--- src/rtl/spi_eng_pkg.sv ---
// Package: types shared by the shift engine modules.
// Assumes: nothing beyond IEEE 1800-2017.
package spi_eng_pkg;

    // Bit order of a frame, as selected by the lsb_first pin.
    typedef enum logic {
        ORDER_MSB = 1'b0,
        ORDER_LSB = 1'b1
    } spi_order_e;

endpackage

--- src/rtl/spi_clk_gen.sv ---
// Module: serial clock generator.
// Produces sclk from the system clock while run is high. Each phase lasts
// div+1 system cycles. One-cycle rise/fall strobes mark the system clock
// edge at which sclk goes high or low.
// Assumes: run falls at the same edge as the last falling sclk edge, so
// sclk is back low whenever run is low.
module spi_clk_gen #(
    parameter int DIV_W = 4
) (
    input  logic             clk,
    input  logic             rst_n,
    input  logic             run,
    input  logic [DIV_W-1:0] div,
    output logic             sclk_o,
    output logic             rise,
    output logic             fall
);

    logic [DIV_W-1:0] phase_cnt;
    logic             phase_end;

    // Marks the last system cycle of the current sclk phase.
    always_comb begin
        phase_end = run && (phase_cnt == div);
        rise      = phase_end && !sclk_o;
        fall      = phase_end && sclk_o;
    end

    // Counts out the phase length and toggles sclk at its end.
    always_ff @(posedge clk) begin
        if (!rst_n || !run) begin
            phase_cnt <= '0;
            sclk_o    <= 1'b0;
        end else if (phase_end) begin
            phase_cnt <= '0;
            sclk_o    <= !sclk_o;
        end else begin
            phase_cnt <= phase_cnt + 1'b1;
        end
    end

endmodule

--- src/rtl/spi_shift_core.sv ---
// Module: frame shift register and bit counter.
// On load it fills the shift register, either from the transmit word or by
// keeping its own contents (echo), masked to the frame length, and latches
// length and order. It samples miso on each rising sclk edge and shifts on
// each falling edge. done pulses, with the finished word on done_word, in
// the cycle whose edge ends the frame.
// Assumes: load only arrives while busy is low.
module spi_shift_core #(
    parameter int DATA_W = 32,
    parameter int LEN_W  = $clog2(DATA_W)
) (
    input  logic              clk,
    input  logic              rst_n,
    input  logic              load,
    input  logic              load_tx,
    input  logic [DATA_W-1:0] tx_word,
    input  logic [LEN_W-1:0]  len_m1,
    input  logic              lsb_first,
    input  logic              rise,
    input  logic              fall,
    input  logic              miso,
    output logic              busy,
    output logic              mosi,
    output logic              done,
    output logic [DATA_W-1:0] done_word
);
    import spi_eng_pkg::*;

    logic [DATA_W-1:0] shreg;
    logic [LEN_W-1:0]  len_q;
    spi_order_e        order_q;
    logic [LEN_W-1:0]  bit_cnt;
    logic              in_bit;
    logic [DATA_W-1:0] mask_q;
    logic [DATA_W-1:0] mask_new;
    logic [DATA_W-1:0] shifted;

    // Builds a mask of ones over bits len..0.
    function automatic logic [DATA_W-1:0] len_mask(input logic [LEN_W-1:0] len);
        logic [DATA_W-1:0] m;
        for (int i = 0; i < DATA_W; i++) begin
            m[i] = (i <= int'(len));
        end
        return m;
    endfunction

    // Masks for the latched and the incoming length.
    always_comb begin
        mask_q   = len_mask(len_q);
        mask_new = len_mask(len_m1);
    end

    // Computes the shift register value after one falling sclk edge.
    always_comb begin
        if (order_q == ORDER_LSB) begin
            shifted         = shreg >> 1;
            shifted[len_q]  = in_bit;
        end else begin
            shifted = ((shreg << 1) | {{(DATA_W-1){1'b0}}, in_bit}) & mask_q;
        end
    end

    // Flags the final shift and presents the outgoing bit.
    always_comb begin
        done      = busy && fall && (bit_cnt == len_q);
        done_word = shifted;
        if (!busy) begin
            mosi = 1'b0;
        end else if (order_q == ORDER_LSB) begin
            mosi = shreg[0];
        end else begin
            mosi = shreg[len_q];
        end
    end

    // Loads a frame, samples on rising edges, shifts on falling edges.
    always_ff @(posedge clk) begin
        if (!rst_n) begin
            shreg   <= '0;
            len_q   <= '0;
            order_q <= ORDER_MSB;
            bit_cnt <= '0;
            in_bit  <= 1'b0;
            busy    <= 1'b0;
        end else if (load) begin
            shreg   <= (load_tx ? tx_word : shreg) & mask_new;
            len_q   <= len_m1;
            order_q <= spi_order_e'(lsb_first);
            bit_cnt <= '0;
            busy    <= 1'b1;
        end else if (busy) begin
            if (rise) begin
                in_bit <= miso;
            end
            if (fall) begin
                shreg <= shifted;
                if (bit_cnt == len_q) begin
                    busy <= 1'b0;
                end else begin
                    bit_cnt <= bit_cnt + 1'b1;
                end
            end
        end
    end

endmodule

--- src/rtl/spi_buf_ctl.sv ---
// Module: transmit and receive holding registers with start admission.
// A start is accepted only when no frame runs and the receive register is
// free. On acceptance the pending transmit word, if any, is handed over. A
// finished frame fills the receive register until the host reads it.
// Assumes: done comes with the finished word in the same cycle.
module spi_buf_ctl #(
    parameter int DATA_W = 32
) (
    input  logic              clk,
    input  logic              rst_n,
    input  logic              wr_en,
    input  logic [DATA_W-1:0] wr_data,
    input  logic              rd_en,
    input  logic              start,
    input  logic              busy,
    input  logic              done,
    input  logic [DATA_W-1:0] done_word,
    output logic              load,
    output logic              load_tx,
    output logic [DATA_W-1:0] tx_word,
    output logic              tx_empty,
    output logic              rx_full,
    output logic [DATA_W-1:0] rd_data
);

    logic tx_valid;

    // Decides whether the start request is taken this cycle.
    always_comb begin
        load     = start && !busy && !rx_full;
        load_tx  = tx_valid;
        tx_empty = !tx_valid;
    end

    // Holds the pending transmit word; a write beats a handover.
    always_ff @(posedge clk) begin
        if (!rst_n) begin
            tx_word  <= '0;
            tx_valid <= 1'b0;
        end else if (wr_en) begin
            tx_word  <= wr_data;
            tx_valid <= 1'b1;
        end else if (load) begin
            tx_valid <= 1'b0;
        end
    end

    // Captures the finished word and releases it on a host read.
    always_ff @(posedge clk) begin
        if (!rst_n) begin
            rd_data <= '0;
            rx_full <= 1'b0;
        end else if (done) begin
            rd_data <= done_word;
            rx_full <= 1'b1;
        end else if (rd_en) begin
            rx_full <= 1'b0;
        end
    end


    tx_fill_chk: assert property (@(posedge clk) disable iff (!rst_n)
        wr_en |=> !tx_empty);


    rx_set_chk: assert property (@(posedge clk) disable iff (!rst_n)
        done |=> rx_full);

endmodule

--- src/rtl/spi_buf_engine.sv ---
// Module: top of the buffered SPI master shift engine.
// Ties the holding registers, the shift core and the serial clock
// generator together. Fixed mode: sclk idles low, data changes on falling
// and is sampled on rising edges.
// Assumes: miso is stable around rising sclk edges.
module spi_buf_engine #(
    parameter int DATA_W = 32,
    parameter int DIV_W  = 4,
    localparam int LEN_W = $clog2(DATA_W)
) (
    input  logic              clk,
    input  logic              rst_n,
    input  logic [LEN_W-1:0]  len_m1,
    input  logic              lsb_first,
    input  logic [DIV_W-1:0]  clk_div,
    input  logic              wr_en,
    input  logic [DATA_W-1:0] wr_data,
    input  logic              start,
    input  logic              rd_en,
    output logic [DATA_W-1:0] rd_data,
    output logic              tx_empty,
    output logic              rx_full,
    output logic              busy,
    output logic              sclk,
    output logic              mosi,
    input  logic              miso
);

    logic              load;
    logic              load_tx;
    logic [DATA_W-1:0] tx_word;
    logic              done;
    logic [DATA_W-1:0] done_word;
    logic              rise;
    logic              fall;

    spi_buf_ctl #(.DATA_W(DATA_W)) u_buf (
        .clk       (clk),
        .rst_n     (rst_n),
        .wr_en     (wr_en),
        .wr_data   (wr_data),
        .rd_en     (rd_en),
        .start     (start),
        .busy      (busy),
        .done      (done),
        .done_word (done_word),
        .load      (load),
        .load_tx   (load_tx),
        .tx_word   (tx_word),
        .tx_empty  (tx_empty),
        .rx_full   (rx_full),
        .rd_data   (rd_data)
    );

    spi_shift_core #(.DATA_W(DATA_W), .LEN_W(LEN_W)) u_core (
        .clk       (clk),
        .rst_n     (rst_n),
        .load      (load),
        .load_tx   (load_tx),
        .tx_word   (tx_word),
        .len_m1    (len_m1),
        .lsb_first (lsb_first),
        .rise      (rise),
        .fall      (fall),
        .miso      (miso),
        .busy      (busy),
        .mosi      (mosi),
        .done      (done),
        .done_word (done_word)
    );

    spi_clk_gen #(.DIV_W(DIV_W)) u_clk (
        .clk    (clk),
        .rst_n  (rst_n),
        .run    (busy),
        .div    (clk_div),
        .sclk_o (sclk),
        .rise   (rise),
        .fall   (fall)
    );


    sclk_idle_chk: assert property (@(posedge clk) disable iff (!rst_n)
        !busy |-> !sclk);


    mosi_quiet_chk: assert property (@(posedge clk) disable iff (!rst_n)
        !busy |-> !mosi);


    rx_block_chk: assert property (@(posedge clk) disable iff (!rst_n)
        rx_full |=> !$rose(busy));


    no_restart_chk: assert property (@(posedge clk) disable iff (!rst_n)
        busy && !done |=> busy);

endmodule

--- config.mk ---
export PLATFORM = sky130hd
export DESIGN_NAME = spi_buf_engine
export DESIGN_NICKNAME = d
export VERILOG_FILES = /design/src/rtl/spi_eng_pkg.sv /design/src/rtl/spi_clk_gen.sv /design/src/rtl/spi_shift_core.sv /design/src/rtl/spi_buf_ctl.sv /design/src/rtl/spi_buf_engine.sv
export SDC_FILE = /design/constraint.sdc
export NUM_CORES = 1
export LEC_CHECK = 0
export ABC_AREA = 1
export BUFFER_PORTS_ARGS = -buffer_cell sky130_fd_sc_hd__buf_4
export CAP_MARGIN = 40
export CELL_PAD_IN_SITES_DETAIL_PLACEMENT = 0
export CELL_PAD_IN_SITES_GLOBAL_PLACEMENT = 2
export CORE_ASPECT_RATIO = 0.8
export CORE_UTILIZATION = 31
export CTS_CLUSTER_SIZE = 30
export DETAILED_ROUTE_END_ITERATION = 7
export GPL_TIMING_DRIVEN = 0
export PLACE_DENSITY = 0.78
export SYNTH_ARGS = -nofsm -noshare
export SYNTH_HDL_FRONTEND = slang
export SYNTH_SLANG_ARGS = --single-unit
export TNS_END_PERCENT = 100
--- constraint.sdc ---
create_clock -name clk -period 1.9 [get_ports clk]
set_input_delay 0.38 -clock clk [delete_from_list [all_inputs] [get_ports clk]]
set_output_delay 0.38 -clock clk [all_outputs]
set_load 0.01 [all_outputs]
==> metrics <==
die width=165 um; Congestion Overflow GR=0; Arr. time, crit path=2.00 ns; largest net degree at the start of global routing=17; post-synthesis sequential area ratio=0.353; Max Cap Viol=0; Netlist cell types=28; fillers=2265; fin. max-slew vios=0; share of cells above drive strength 1=0.187; synthesized area per cell=6.08 sq um; Final Cycle Share=1.25; R2R cell count=10; mapped cell area=0.00657 sq mm; number of synthesized flops with an enable pin=0; top cell type by total area after synthesis=dfxtp_1; first-pass iteration count of the detailed router=5; Worst Path Max Fanout=10; FF+latch count, synth=116; clk_lat worst skew=0.44 ns; Relative slew margins=0.443; top cells by area, synth=dfxtp_1 (35%), nand2_1 (16%), nand3_1 (10%); HP Class=in2reg; failing checks=setup timing; Peak Freq=421 MHz; ys flop type=dfxtp_1; vias in the first global route=7086; via/cell ratio=5.21; Inst Count DP=1432; Ys Warns=0; clock-pin slew on the worst setup and hold paths=0.06 ns; routed wire length=31.4 mm; VDD IR max=0.000572 V; IO Pins=85; Worst setup EP type=primary output; skew final=0.0117 ns; core area=0.0208 sq mm; ys async rst share=0; Final Hold Fails=0; CTS Buf Count=17; DR WL/cell=21.1 um; DRT iter0 DRCs=820; Worst Path Required=1.52 ns; fin cells=1487; nets=1255; switching power total=2130 uW; P_int=4650 uW; Yosys top cell area share=0.353; Die ar.=0.0218 sq mm; Worst-Margin Slew=0.836 ns; Worst R2R Setup Slack=0.04 ns; Starting Density=0.316; Buffers on Ports=83; H-tree depth=4; Power Density=787 mW/mm^2; syn nets=1130; top cells by count, synth=nand2_1 (277), nor2_1 (177), nand3_1 (136), dfxtp_1 (116), inv_1 (94); gr usage total=0.297; status=finished with violations; Final setup viols=1; crit path to=mosi; Gate power share=0.141; site row count=47; routed vias=7751; DP Wirelength=23.7 mm; Residual DRC=0; initial antenna violation count=0; diode count=0; Worst Setup SP=u_core.order_q; clock share of power=0.476; Mapped Cells=1080; Root Driver=clkbuf_16; Flop pwr share=0.384; P&R area growth vs syn=30.9%; Final ANT Viol Nets=0; switch share=0.314; worst r2r dst=u_core.shreg[28]; Clock Path Buffers=2; cell with the most instances after synthesis=nand2_1; final core utilization=0.414; Lkg Pwr=0.00412 uW; GP Congestion=0.981; unrepaired setup endpoints after global routing=yes; startpoint types=register; CTS tree=yes; minimum clock period after layout=2.38 ns; Die Height=132 um; CTS sink count=116; first-pass GRT wire length=46.6 mm; RR Startpoint=u_core.len_q[0]; crit path setup slack, layout=-0.477 ns; CP Class=reg2out
==> state kept, by name, indices dropped and copies added (netlist names) <==
register	flops
u_buf.rd_data	32
u_buf.tx_word	32
u_core.shreg	32
u_core.bit_cnt	5
u_core.len_q	5
u_clk.phase_cnt	4
u_buf.load_tx	1
u_buf.rx_full	1
u_clk.sclk_o	1
u_core.busy	1
u_core.in_bit	1
u_core.order_q	1
==> area by class of cell <==
class	instances	area, sq um	share of cell area
flip-flops and latches	116	2330	0.271
multi-input cells	802	3790	0.440
clock inverters	14	143	0.0166
plain buffers	58	362	0.0420
clock buffers	18	429	0.0499
well taps	269	337	0.0391
inverters	102	393	0.0457
repair buffers	108	818	0.0951
==> worst min path at each step <==
stage	from	end	slack, ns	cells after the start
after floorplan	u_buf.tx_word[0]	u_buf.tx_word[0]	0.43	2
after global placement	u_buf.tx_word[21]	u_buf.tx_word[21]	0.45	2
after detailed placement	u_buf.tx_word[21]	u_buf.tx_word[21]	0.47	2
after CTS	lsb_first	u_core.order_q	0.15	3
final	lsb_first	u_core.order_q	0.16	3
after global routing	wr_data[26]	u_buf.tx_word[26]	0.17	3
==> metrics by stage <==
| step | hold slack (ns) | power, uW | setup slack (ns) | setup TNS [ns] | instance area [sq um] |
|---|---|---|---|---|---|
| floorplan | 0.429 | 3070 | 0.121 | 0 | 6570 |
| CTS | 0.149 | 6740 | -0.501 | -0.501 | 8360 |
| detailed placement | 0.468 | 3470 | -0.496 | -19.85 | 7530 |
| global placement | 0.446 | 3480 | -0.529 | -19.52 | 7530 |
| global route | 0.166 | 7000 | -0.566 | -0.583 | 8600 |
| finish | 0.158 | 6770 | -0.477 | -0.477 | 8600 |
==> metal layers <==
layer  wire length [um]  global-route usage  part of all wire
met1              15400               0.461              0.49
met2              12700               0.410              0.40
met3               2830              0.0510             0.090
met4                597              0.0836             0.019
met5                  0                   0                 0
==> cell usage in the layout, fill, tap and decap left out, types with 5 or more instances in the layout <==
cell type | synthesis | routed
buf_6 | 0 | 10
buf_4 | 5 | 111
inv_6 | 0 | 8
inv_1 | 94 | 93
clkbuf_1 | 34 | 20
nor2_4 | 1 | 7
dfxtp_1 | 116 | 110
o21ai_1 | 42 | 36
a21oi_1 | 29 | 26
o21ai_0 | 83 | 81
nor2_2 | 4 | 7
xnor2_1 | 6 | 6
inv_2 | 7 | 5
clkbuf_16 | 0 | 17
clkbuf_2 | 0 | 13
o211ai_1 | 9 | 9
nor2_1 | 177 | 168
o2111ai_1 | 9 | 9
o21ai_2 | 0 | 5
nand2_1 | 277 | 265
nand3_1 | 136 | 136
buf_2 | 14 | 5
nand2_2 | 1 | 9
o22ai_1 | 6 | 6
nand4_1 | 13 | 13
==> repair_timing <==
action / CTS / global route
buffers inserted: 10 / 15
setup endpoints to repair: 73 / 71
hold buffers: 0 / 0
gates resized for setup: 64 / 55
pin swaps: 4 / 16
==> cell families after synthesis <==
group	count (synthesis)	synth area share
flip-flops	116	0.353
AND/OR/NAND/NOR	612	0.386
adder cells (fa/ha/maj)	2	0.00381
AO/OA/AOI/OAI	179	0.146
XOR/XNOR	9	0.0120
buffers and inverters	162	0.0981
==> power groups by stage <==
stage	registers, uW	clock network, uW	logic (uW)
after floorplan	2600	0	469
after global placement	2630	0	843
after detailed placement	2640	0	835
after CTS	2590	3260	891
after global routing	2610	3370	1020
final	2600	3220	954
==> critical path: stages, from the launching register on <==
cell      delay (ns)
dfxtp_1         0.32
inv_1           0.12
clkbuf_1        0.63
o21ai_0         0.20
a21oi_2         0.16
buf_4           0.14
Power figures use the tool's default switching activity.
